[src/rtl/evt_timer_pkg.sv]
package evt_timer_pkg;
  localparam int DATA_W   = 32;
  localparam int CNT_W    = 29;
  localparam int RUN_POS  = 31;
  localparam int AUTO_POS = 30;
  localparam int ACK_POS  = 30;
  localparam int PEND_POS = 30;

  typedef enum logic {SEL_TRIG = 1'b0, SEL_STAT = 1'b1} reg_sel_e;

  function automatic logic [DATA_W-1:0] pack_trig(input logic run, input logic auto_rl,
                                                  input logic [CNT_W-1:0] cnt);
    logic [DATA_W-1:0] w;
    w = '0;
    w[RUN_POS] = run;
    w[AUTO_POS] = auto_rl;
    w[CNT_W-1:0] = cnt;
    return w;
  endfunction

  function automatic logic [DATA_W-1:0] pack_stat(input logic [CNT_W-1:0] cnt, input logic pend);
    logic [DATA_W-1:0] w;
    w = '0;
    w[PEND_POS] = pend;
    w[CNT_W-1:0] = cnt;
    return w;
  endfunction

  function automatic logic [CNT_W-1:0] next_count(input logic [CNT_W-1:0] cur, input logic auto_rl,
                                                  input logic [CNT_W-1:0] reload);
    if (cur != '0) return cur - 1'b1;
    return auto_rl ? reload : '0;
  endfunction
endpackage

[src/rtl/evt_timer_regs.sv]
module evt_timer_regs
  import evt_timer_pkg::*;
#(
  parameter int CNT_W = evt_timer_pkg::CNT_W
) (
  input  logic              clk,
  input  logic              rst_n,
  input  logic              trig_wr,
  input  logic [DATA_W-1:0] wr_data,
  input  logic              expire,
  output logic              run,
  output logic              auto_rl,
  output logic [CNT_W-1:0]  reload
);
  always_ff @(posedge clk or negedge rst_n) begin
    if (!rst_n) begin
      run     <= 1'b0;
      auto_rl <= 1'b0;
      reload  <= '0;
    end else if (trig_wr) begin
      run     <= wr_data[RUN_POS];
      auto_rl <= wr_data[AUTO_POS];
      reload  <= wr_data[CNT_W-1:0];
    end else if (expire && !auto_rl) begin
      run <= 1'b0;
    end
  end
endmodule

[src/rtl/evt_timer_count.sv]
module evt_timer_count
  import evt_timer_pkg::*;
#(
  parameter int CNT_W = evt_timer_pkg::CNT_W
) (
  input  logic             clk,
  input  logic             rst_n,
  input  logic             load,
  input  logic [CNT_W-1:0] load_val,
  input  logic             run,
  input  logic             auto_rl,
  input  logic [CNT_W-1:0] reload,
  input  logic             tick,
  output logic [CNT_W-1:0] count,
  output logic             expire
);
  logic step;
  assign step   = run && tick && !load;
  assign expire = step && (count == '0);

  always_ff @(posedge clk or negedge rst_n) begin
    if (!rst_n)    count <= '0;
    else if (load) count <= load_val;
    else if (step) count <= next_count(count, auto_rl, reload);
  end
endmodule

[src/rtl/evt_timer_irq.sv]
module evt_timer_irq (
  input  logic clk,
  input  logic rst_n,
  input  logic set_ev,
  input  logic ack,
  output logic pend
);
  always_ff @(posedge clk or negedge rst_n) begin
    if (!rst_n)      pend <= 1'b0;
    else if (set_ev) pend <= 1'b1;
    else if (ack)    pend <= 1'b0;
  end
endmodule

[src/rtl/evt_timer.sv]
module evt_timer
  import evt_timer_pkg::*;
#(
  parameter int CNT_W = evt_timer_pkg::CNT_W
) (
  input  logic              clk,
  input  logic              rst_n,
  input  logic              tick_i,
  input  logic              wr_en_i,
  input  logic              wr_sel_i,
  input  logic [DATA_W-1:0] wr_data_i,
  input  logic              rd_sel_i,
  output logic [DATA_W-1:0] rd_data_o,
  output logic              irq_o
);
  logic             trig_wr_w, ack_w, expire_w, run_w, auto_w;
  logic [CNT_W-1:0] reload_w, count_w;

  assign trig_wr_w = wr_en_i && (reg_sel_e'(wr_sel_i) == SEL_TRIG);
  assign ack_w     = wr_en_i && (reg_sel_e'(wr_sel_i) == SEL_STAT) && wr_data_i[ACK_POS];

  evt_timer_regs #(.CNT_W(CNT_W)) u_regs (
    .clk(clk), .rst_n(rst_n), .trig_wr(trig_wr_w), .wr_data(wr_data_i),
    .expire(expire_w), .run(run_w), .auto_rl(auto_w), .reload(reload_w)
  );

  evt_timer_count #(.CNT_W(CNT_W)) u_count (
    .clk(clk), .rst_n(rst_n), .load(trig_wr_w), .load_val(wr_data_i[CNT_W-1:0]),
    .run(run_w), .auto_rl(auto_w), .reload(reload_w), .tick(tick_i),
    .count(count_w), .expire(expire_w)
  );

  evt_timer_irq u_irq (
    .clk(clk), .rst_n(rst_n), .set_ev(expire_w), .ack(ack_w), .pend(irq_o)
  );

  always_comb begin
    if (reg_sel_e'(rd_sel_i) == SEL_STAT) rd_data_o = pack_stat(count_w, irq_o);
    else                                  rd_data_o = pack_trig(run_w, auto_w, reload_w);
  end
endmodule

[config.mk]
export PLATFORM = sky130hd
export DESIGN_NAME = evt_timer
export DESIGN_NICKNAME = d
export VERILOG_FILES = /design/src/rtl/evt_timer_pkg.sv /design/src/rtl/evt_timer_regs.sv /design/src/rtl/evt_timer_count.sv /design/src/rtl/evt_timer_irq.sv /design/src/rtl/evt_timer.sv
export SDC_FILE = /design/constraint.sdc
export NUM_CORES = 1
export LEC_CHECK = 0
export BUFFER_PORTS_ARGS = -buffer_cell sky130_fd_sc_hd__clkbuf_2
export CORE_UTILIZATION = 55
export CTS_CLUSTER_SIZE = 10
export DETAILED_ROUTE_END_ITERATION = 8
export GPL_TIMING_DRIVEN = 0
export PLACE_DENSITY = 0.9
export SLEW_MARGIN = 5
export SYNTH_ARGS = -nofsm -noshare
export SYNTH_HDL_FRONTEND = slang
export SYNTH_HIERARCHICAL = 1
export SYNTH_SLANG_ARGS = --single-unit
[constraint.sdc]
create_clock -name clk -period 3.1 [get_ports clk]
set_input_delay 0.155 -clock clk [delete_from_list [all_inputs] [get_ports clk]]
set_output_delay 0.155 -clock clk [all_outputs]
set_load 0.05 [all_outputs]
==> summary.txt, run 1 <==
Outcome
  – Status: finished clean

Route
  – Vias: 3775
  – 1st-iter DRT viols: 553
  – Drt pass-1 iters: 5
  – Via density: 6.52
  – DRC: 0
  – DR WL/cell: between 15 and 20 um
  – Total wire length: 11500 um
  – Post-route ant nets: 0

Min path
  – Hold-critical path depth: 3
  – Hold path startpoint: wr_data_i[31]
  – End of the worst hold path: u_regs/run
  – Hold crit path type: input pin to register

Power
  – Pwr/cell area: slightly below 600 nW/um^2
  – Peak supply drop: 305 uV
  – Sw Share: 0.396
  – Sw power: 0.00107 W
  – Static Leak: 1.94 nW
  – Reg power frac: 0.402
  – Pint: 0.00163 W
  – Logic gate share of total power: 0.353
  – Clk network pwr share: 0.244

Layout
  – Commonest non-fill, non-tap cell in the layout: mux2_2
  – Ratio of cells with drive above 1 in the final layout: 0.371
  – Final #Nets: between 500 and 600
  – Ant diodes: 0
  – Final core utilization: 0.672
  – Most frequent cells in the layout: mux2_2, clkbuf_2, dfrtp_1
  – Synth-to-layout area growth: 16.3%

CTS
  – H-tree depth: 3
  – Worst-case clock buffer depth: 2
  – Worst-path clk slew: roughly 0.060 ns
  – Total CTS buffers: 9
  – Hold_buf cts: 1
  – Clk sinks: 61
  – Setup bufs post-CTS: 0
  – Post-CTS Resized: 0
  – CTS tree: built
  – Clock root cell: clkbuf_8
  – Clock latency on the worst-skew pair: between 0.3 and 0.4 ns

STA
  – Slew HR: 0.375
  – Endpoints failing setup: 0
  – Tmin final: around 2.9 ns
  – Clock skew: roughly 0.01 ns
  – Slew Limit Fails: 0
  – Hold Vio Cnt, Final: 0
  – Fmax: 344 MHz
  – Period utilisation layout: 0.937
  – Setup TNS: 0 ns
  – Unrepaired setup endpoints after global routing: no
  – Least-Margin Pin Slew: about 0.93 ns

Synth
  – Post-synth EDFFs: 0
  – Seq/Total Area, Yosys: 0.382
  – XOR/XNOR Fraction of Synth Area: 0.0219
  – Synthesized area: 3990 um^2
  – Multiplexer share of the synthesized area: 0.202
  – Mapped Nets: approximately 440
  – Synth async-reset ratio: 1.00
  – Simple-gate share of the synthesized area: 0.193
  – Synth Flop Type: dfrtp_1
  – Compound-Gate Fraction of Synth Area: 0.149
  – Ys Warns: 6
  – Post-synth cell types: 64
  – Post-Synth Adder-Cell Area: 0.00313
  – Main combinational cell family by area after synthesis: multiplexers
  – FF+latch count, synth: 61
  – Synthesized area per cell: 10.0 um^2
  – Syn Inst Count: 399

Global routing
  – First-pass GRT wire length: 18200 um
  – Vias in the first global route: 3557
  – Pin count of the biggest net entering global routing: 62
  – Total gr overflow: 0
  – Initial antenna violation count: 0
  – All-layer global routing usage: 0.316

Critical path
  – R2R Setup Slk: 0.19 ns
  – Worst-path cell chain: inv_1 > ha_1 > nor4b_2 > nand2_2 > nor4_4 > mux2_2 > o21ai_0
  – CP max stage cell: nor4_4
  – Reg-to-Reg End: u_count/count[4]
  – Top Family by Delay on Critical Path: simple AND/OR/NAND/NOR gates
  – Critical Path Fanout Max: 10
  – CP endpoint kind: register
  – Crit path buffers/inverters: 1
  – CP Depth: 7
  – Required @ worst endpoint: 3.34 ns
  – WS Path Type: register to register
  – Startpoint Class: register
  – Worst r2r src: u_count/count[0]
  – Reg2reg path depth: 7
  – CP peak stage delay: 0.66 ns
  – Worst Path Arrival: 3.15 ns

Placed design
  – Port buffer count: 68
  – Post-detail-place hpwl: 7870 um
  – GPL Wtd Cong: 0.945

Floorplanning
  – Die H: 87.2 um
  – IO Pins: 71
  – Core area: 6910 um^2
  – Row count: 30
  – Initial core utilization: 0.578
  – Die Wd: between 80 and 90 um
  – Die footprint: 7610 um^2

Job
  – MaxCap Viol Count: 0
worst max path at each step:
stage | slack, ns | endpoint | startpoint
CTS | 0.23 | u_count/count[4] | u_count/count[0]
finish | 0.19 | u_count/count[4] | u_count/count[0]
global placement | 0.38 | u_count/count[19] | u_count/count[0]
detailed placement | 0.27 | u_count/count[4] | u_count/count[0]
floorplan | 0.90 | u_count/count[10] | u_count/count[0]
global route | 0.07 | u_count/count[4] | u_count/count[0]
per-layer routing:
| layer | part of all wire | track usage |
|---|---|---|
| met5 | 0 | 0 |
| met4 | 0.033 | 0.140 |
| met3 | 0.10 | 0.0550 |
| met2 | 0.46 | 0.510 |
| met1 | 0.40 | 0.418 |
state kept, by name, indices dropped and copies added, names as in the netlist:
name,flops
u_count/count,29
u_irq/pend,1
u_regs/auto_rl,1
u_regs/reload,29
u_regs/run,1
cells by family (layout without fill, tap and decap cells):
group	Yosys count	after routing
adder cells (fa/ha/maj)	1	1
AO/OA/AOI/OAI	85	85
multiplexers	72	72
XOR/XNOR	10	10
other	1	1
AND/OR/NAND/NOR	135	135
buffers and inverters	34	118
flip-flops	61	61
power by group through the flow:
stage | Clock, W | Sequential [W] | Combinational [W]
floorplan | 0 | 0.00105 | 0.000732
global placement | 0 | 0.00108 | 0.000908
detailed placement | 0 | 0.00109 | 0.000934
CTS | 0.000663 | 0.00108 | 0.000942
global route | 0.000701 | 0.00110 | 0.00101
finish | 0.000658 | 0.00108 | 0.000951
layout make-up:
type	instances	area, um^2
sequential	61	1530
buffer	27	163
inverter	7	26.3
tap	96	120
clock inverter	1	5.00
fill	578	2260
multi-input combinational	304	2280
timing repair buffer	69	353
clock buffer	14	173
tightest hold or removal path, stage by stage:
cell and delay [ns]:
clkbuf_2 0.07, nand2_1 0.03, o21ai_0 0.06
through the flow:
step	cell area, um^2	hold slack (ns)	instances	setup slack (ns)	total power [W]
3_3_place_gp	4450	0.364	563	0.384	0.00199
3_5_place_dp	4460	0.343	563	0.274	0.00203
5_1_grt	4640	0.0415	579	0.0668	0.00282
4_1_cts	4640	0.0183	579	0.230	0.00268
2_1_floorplan	3990	-0.141	399	0.898	0.00178
6_report	4640	0.0192	579	0.195	0.00269
cell usage after synthesis, drive strengths merged, types with 2 or more instances:
cell / n / area (um^2)
a2bb2oi: 2 / 17.5
nand2b: 4 / 25.0
nor2b: 4 / 25.0
or3: 9 / 56.3
mux2i: 3 / 30.0
dfrtp: 61 / 1530
nand3: 8 / 45.0
o31a: 2 / 17.5
inv: 7 / 26.3
a211o: 2 / 17.5
clkbuf: 15 / 56.3
a211oi: 2 / 20.0
nand2: 36 / 138
a21oi: 20 / 100
nor4: 9 / 98.8
mux2: 69 / 777
nor3: 14 / 85.1
o41ai: 2 / 17.5
xnor2: 5 / 43.8
nor2: 17 / 63.8
buf: 12 / 106
a21o: 2 / 15.0
o221ai: 2 / 17.5
o31ai: 2 / 20.0
a221oi: 2 / 30.0
a32oi: 3 / 26.3
and2: 5 / 31.3
and3: 12 / 75.1
nand4: 9 / 56.3
or4: 4 / 33.8
a31oi: 7 / 43.8
a22oi: 2 / 15.0
o21ai: 21 / 105
a311oi: 2 / 17.5
xor2: 5 / 43.8
(Power assumes the default switching activity.)
==> inputs of run 2 (changes only) <==
--- a/config.mk
+++ b/config.mk
@@ -5,12 +5,13 @@
 export SDC_FILE = /design/constraint.sdc
 export NUM_CORES = 1
 export LEC_CHECK = 0
+export ABC_AREA = 1
 export BUFFER_PORTS_ARGS = -buffer_cell sky130_fd_sc_hd__clkbuf_2
 export CORE_UTILIZATION = 55
 export CTS_CLUSTER_SIZE = 10
 export DETAILED_ROUTE_END_ITERATION = 8
 export GPL_TIMING_DRIVEN = 0
-export PLACE_DENSITY = 0.9
+export PLACE_DENSITY = 0.89
 export SLEW_MARGIN = 5
 export SYNTH_ARGS = -nofsm -noshare
 export SYNTH_HDL_FRONTEND = slang
==> summary.txt, run 2 <==
Layout
  – Top flop regs: u_count/count x29, u_regs/reload x29
  – Fill cells: between 700 and 800
  – Most frequent cells in the layout: nand2_1, inv_1, nor2_1
  – Commonest non-fill, non-tap cell in the layout: nand2_1
  – Final non-filler cell total: 898
  – Final #Nets: just over 800
  – Synth-to-layout area growth: 14.8%
  – Ant diodes: 0
  – Ratio of cells with drive above 1 in the final layout: 0.214

Outcome
  – Status: finished clean

Floorplanning
  – Die H: 93.2 um
  – Row count: 32
  – Die footprint: a little under 9000 um^2
  – Core area: 7890 um^2
  – Initial core utilization: 0.580
  – IO Pins: between 70 and 80
  – Die Wd: 93.2 um

Route
  – WL met3: 1340 um
  – Top sig layer: met4
  – Metal-1 WL: 5680 um
  – Total wire length: roughly 14000 um
  – Drt pass-1 iters: 6
  – Wire length on met2: 6570 um
  – DRC: 0
  – Via density: 5.49
  – 1st-iter DRT viols: 482
  – Vias: 4931
  – DR WL/cell: 15.4 um
  – Post-route ant nets: 0

Critical path
  – Reg2reg path depth: 11
  – CP endpoint kind: register
  – WS Path Type: register to register
  – Critical Path Fanout Max: 5
  – Worst Path Arrival: 2.38 ns
  – Required @ worst endpoint: 3.33 ns
  – Startpoint Class: register

STA
  – Period utilisation layout: 0.694
  – Tmin final: 2.15 ns
  – Slew Limit Fails: 0
  – Fmax: 465 MHz
  – Setup TNS: 0 ns
  – Least-Margin Pin Slew: 0.877 ns
  – Slew HR: 0.415
  – Hold Vio Cnt, Final: 0
  – Clock skew: 0.0110 ns
  – Unrepaired setup endpoints after global routing: no
  – Endpoints failing setup: 0

Power
  – Static Leak: 2.90 nW
  – Peak supply drop: 395 uV
  – Pwr/cell area: between 600 and 700 nW/um^2

Job
  – MaxCap Viol Count: 0

Synth
  – FF+latch count, synth: 61
  – Syn Inst Count: 712
  – Synthesized area: 4580 um^2
  – Synth async-reset ratio: 1.00
  – Post-synth cell types: 34
  – Synth Flop Type: dfrtp_1
  – Mapped Nets: 751
  – Ys Warns: 6
  – Top cells by area, synth: dfrtp_1, nand2_1, inv_1
  – Synth top area share: 0.334
  – Most frequent cells after synthesis: nand2_1, inv_1, nor2_1, dfrtp_1, nand3_1
  – Seq/Total Area, Yosys: 0.334
  – Synthesized area per cell: 6.43 um^2
  – Post-synth EDFFs: 0
  – Area leader, netlist: dfrtp_1
  – Top-count cell post-synth: nand2_1

Global routing
  – Vias in the first global route: 4615
  – All-layer global routing usage: 0.337
  – Pin count of the biggest net entering global routing: 62
  – First-pass GRT wire length: 22300 um
  – Total gr overflow: 0
  – Initial antenna violation count: 0

CTS
  – Hold_buf cts: 1
  – Clock latency on the worst-skew pair: 0.34 ns
  – Post-CTS Resized: 0
  – Worst-path clk slew: around 0.08 ns
  – Total CTS buffers: 9
  – Clock root cell: clkbuf_8
  – H-tree depth: 3
  – Setup bufs post-CTS: 0
  – Clk sinks: 61
  – Worst-case clock buffer depth: 2
  – CTS tree: built

Placed design
  – Placed cells: 882
  – GPL Wtd Cong: 0.925
  – Port buffer count: between 60 and 70
  – Post-detail-place hpwl: ~10000 um

Min path
  – Hold crit path type: input pin to register
  – Hold-critical path depth: 3
run 2: cell types whose count changed after synthesis, sizes merged, moves of 12 or more:
cell,before,now
nand2,36,296
inv,7,87
mux2,69,0
and3,12,0
a21oi,20,3
o21ai,21,79
buf,12,27
nor2,17,80
nor3,14,1
nand3,8,40
run 2: power breakdown:
part           internal [W]  switching, W
clock network      0.000397      0.000318
registers          0.000958      0.000233
logic              0.000432      0.000995
run 2: worst max-delay path, stage by stage, from the launching register on:
cell and delay [ns]:
dfrtp_1 0.39, inv_1 0.12, ha_1 0.30, nand2_2 0.13
nor2_4 0.22, nand2_2 0.12, nor2_2 0.12, nand4_1 0.12
nor3_1 0.31, nand2_1 0.09, nand2_1 0.07, nand2_1 0.04
run 2: logic make-up (layout without fill, tap and decap cells):
| logic type | after synthesis | in the layout | share of synthesized area |
|---|---|---|---|
| and+or+nand+nor | 433 | 433 | 0.399 |
| buffers and inverters | 121 | 205 | 0.123 |
| AOI/OAI and AO/OA | 86 | 86 | 0.124 |
| DFF | 61 | 61 | 0.334 |
| xor gates and xnor gates | 9 | 9 | 0.0172 |
| adders and majority gates | 1 | 1 | 0.00273 |
| other | 1 | 1 | 0.000819 |
run 2: layout make-up:
cell class | count | area [um^2] | share of cell area
Tap cell | 102 | 128 | 0.0243
Buffer | 33 | 233 | 0.0443
Clock buffer | 15 | 196 | 0.0374
Multi-Input combinational cell | 530 | 2490 | 0.473
Sequential cell | 61 | 1530 | 0.291
Inverter | 88 | 332 | 0.0631
Timing Repair Buffer | 69 | 353 | 0.0672
run 2: per-layer routing:
metal  vias up  global-route usage
li1       2360                   -
met1      2277               0.447
met2       274               0.567
met3        20              0.0447
met4         0               0.110
met5         -                   0
run 2: worst paths after layout:
path	from	to	slack, ns
worst max-delay path	u_count/count[0]	u_regs/run	0.95
worst min register to register	u_irq/pend	u_irq/pend	0.51
worst min-delay path	wr_data_i[17]	u_regs/reload[17]	0.03
min in group asynchronous	rst_n	u_count/count[2]	0.49
max in group asynchronous	rst_n	u_regs/reload[11]	2.02
worst max register to register	u_count/count[0]	u_regs/run	0.95
run 2: per-stage QoR:
| step | area (um^2) | utilization | total power (W) | worst slack, ns | hold WS, ns |
|---|---|---|---|---|---|
| floorplan | 4580 | - | 0.00223 | 1.37 | -0.141 |
| global placement | 5040 | 0.640 | 0.00256 | 1.03 | 0.375 |
| detailed placement | 5050 | 0.640 | 0.00260 | 0.976 | 0.348 |
| CTS | 5250 | 0.666 | 0.00331 | 1.00 | 0.0243 |
| global route | 5250 | 0.666 | 0.00354 | 0.738 | 0.0323 |
| finish | 5250 | 0.666 | 0.00333 | 0.947 | 0.0279 |
==> inputs of run 3 (changes only) <==
--- a/config.mk
+++ b/config.mk
@@ -7,11 +7,11 @@
 export LEC_CHECK = 0
 export ABC_AREA = 1
 export BUFFER_PORTS_ARGS = -buffer_cell sky130_fd_sc_hd__clkbuf_2
-export CORE_UTILIZATION = 55
+export CORE_UTILIZATION = 52
 export CTS_CLUSTER_SIZE = 10
 export DETAILED_ROUTE_END_ITERATION = 8
 export GPL_TIMING_DRIVEN = 0
-export PLACE_DENSITY = 0.89
+export PLACE_DENSITY = 0.88
 export SLEW_MARGIN = 5
 export SYNTH_ARGS = -nofsm -noshare
 export SYNTH_HDL_FRONTEND = slang
==> constraint.sdc (replaced) <==
create_clock -name clk -period 1.87 [get_ports clk]
set_input_delay 0.0935 -clock clk [delete_from_list [all_inputs] [get_ports clk]]
set_output_delay 0.0935 -clock clk [all_outputs]
set_load 0.05 [all_outputs]
==> summary.txt, run 3 (same netlist as run 2, synthesis figures left out) <==
CTS
  – CTS tree: built
  – Total CTS buffers: 9
  – Worst-case clock buffer depth: 2
  – Clock latency on the worst-skew pair: 0.35 ns
  – Clock root cell: clkbuf_8
  – H-tree depth: 3
  – Clk sinks: 61
  – Worst-path clk slew: around 0.070 ns

Layout
  – Top flop regs: u_count/count x29, u_regs/reload x29
  – Commonest non-fill, non-tap cell in the layout: nand2_1
  – Ratio of cells with drive above 1 in the final layout: 0.254
  – Final #Nets: 875
  – Fill cells: a little over 700
  – Synth-to-layout area growth: 25.2%
  – Ant diodes: 0
  – Seq. cell area: 1540 um^2
  – Final non-filler cell total: 945
  – Multi-input gate area: 2570 um^2
  – Finished Cell Area: 5730 um^2
  – Most frequent cells in the layout: nand2_1, inv_1, clkbuf_2
  – Final core utilization: 0.683

Floorplanning
  – IO Pins: 71
  – Core area: 8380 um^2
  – Die Wd: 95.8 um
  – Row count: 33
  – Initial core utilization: 0.546
  – Die footprint: 9180 um^2
  – Die H: 95.8 um

Critical path
  – Critical Path Fanout Max: 5
  – CP endpoint kind: register
  – Crit path buffers/inverters: 1
  – Required @ worst endpoint: 2.11 ns
  – CP max stage cell: dfrtp_1
  – CP peak stage delay: approximately 0.46 ns
  – Top Family by Delay on Critical Path: simple AND/OR/NAND/NOR gates
  – WS Path Type: register to register
  – Worst Path Arrival: 2.05 ns
  – Worst path most repeated cell: nand2_1
  – Startpoint Class: register
  – Worst-path cell chain: nor2_1 > nand2_1 > nor2_4 > buf_4 > nand2_1 > o21ai_1 > nand2_1 > nand2_1 > nand3_1 > nand2_1 > nand2_1

Route
  – DRC: 0
  – Vias: 5062
  – Via density: 5.36
  – Drt pass-1 iters: 5
  – Total wire length: 13600 um
  – 1st-iter DRT viols: 450
  – Post-route ant nets: 0
  – DR WL/cell: 14.4 um

Global routing
  – Vias in the first global route: 4557
  – All-layer global routing usage: 0.309
  – Pin count of the biggest net entering global routing: 62
  – Initial antenna violation count: 0
  – Total gr overflow: 0
  – First-pass GRT wire length: 21400 um

Power
  – Pwr/cell area: a little under 1000 nW/um^2
  – Reg power frac: 0.361
  – Clk network pwr share: 0.182
  – Pint: between 0.002 and 0.003 W
  – Logic gate share of total power: 0.457
  – Sw power: approximately 0.0026 W
  – Sw Share: 0.470
  – Total power: 0.00556 W
  – Static Leak: just over 3 nW
  – Peak supply drop: around 460 uV

STA
  – Slew Limit Fails: 0
  – Least-Margin Pin Slew: approximately 0.85 ns
  – Hold Vio Cnt, Final: 0
  – Clock skew: 0.0108 ns
  – Slew HR: 0.435
  – Period utilisation layout: 0.970
  – Unrepaired setup endpoints after global routing: yes
  – Fmax: around 550 MHz
  – Tmin final: 1.81 ns
  – Endpoints failing setup: 0

Job
  – MaxCap Viol Count: 0

Placed design
  – Post-detail-place hpwl: ~9400 um
  – GPL Wtd Cong: 0.967
  – Port buffer count: 68
  – Placed cells: 885
  – Post-DP Area: 5050 um^2

Min path
  – Hold crit path type: input pin to register

Outcome
  – Status: finished clean
-- run 3: changes by cell type in the layout (fill, tap and decap cells not counted), moves of 2 or more --
cell           change
dfrtp_2           +12
dlygate4sd3_1     +31
nand2_2            +3
inv_2              +2
nor2_2             +8
clkbuf_8           -4
dfrtp_1           -12
nand2_1            -4
inv_1              -2
buf_4             +11
nor2_4             +3
nor2_1            -10
clkinv_2           +2
-- run 3: tightest hold or removal path, delay by kind of cell --
kind	cells	cell delay, ns
and+or+nand+nor	4	0.16
buffers and inverters	2	0.13
-- run 3: per-stage QoR --
step	setup WS, ns	hold slack, ns	setup TNS, ns
6_report	0.0555	0.0738	0
5_1_grt	-0.0324	0.131	-0.0770
4_1_cts	0.00968	0.0702	0
3_5_place_dp	-0.208	0.278	-2.35
3_3_place_gp	-0.181	0.311	-1.40
2_1_floorplan	0.138	-0.202	0
-- run 3: area by class of cell --
class	instances	share of cell area
Timing Repair Buffer	112	0.132
Tap cell	105	0.0229
Multi-Input combinational cell	531	0.449
Buffer	33	0.0415
Clock buffer	13	0.0260
Clock inverter	2	0.00175
Sequential cell	61	0.269
Inverter	88	0.0579
-- run 3: repair_timing --
item	in CTS	in global routing
gates resized for setup	4	35
setup endpoints to repair	21	25
pin swaps	2	9
hold endpoints to repair	92	0
cloned	0	1
hold buffers	32	0
setup buffers	3	9
-- run 3: final timing paths --
kind	start	to	slack, ns	cells past startpoint
setup / recovery	u_count/count[3]	u_count/count[19]	0.06	11
hold / removal	wr_en_i	u_irq/pend	0.07	6
setup reg to reg	u_count/count[3]	u_count/count[19]	0.06	11
hold reg to reg	u_irq/pend	u_irq/pend	0.50	2
max in group asynchronous	rst_n	u_count/count[16]	0.83	2
min in group asynchronous	rst_n	u_regs/reload[3]	0.43	2
-- run 3: power groups by stage --
stage	Clock (W)	Combinational [W]	Sequential, W
6_report	0.00101	0.00254	0.00201
5_1_grt	0.00108	0.00278	0.00205
4_1_cts	0.00103	0.00238	0.00196
3_5_place_dp	0	0.00229	0.00198
3_3_place_gp	0	0.00225	0.00198
2_1_floorplan	0	0.00182	0.00187
-- run 3: layer usage --
layer	share of wire	GRT usage	vias to the layer above	wire length [um]
li1	-	-	2459	-
met1	0.41	0.405	2293	5610
met2	0.46	0.499	261	6320
met3	0.089	0.0537	49	1210
met4	0.035	0.136	0	484
met5	0	0	-	0
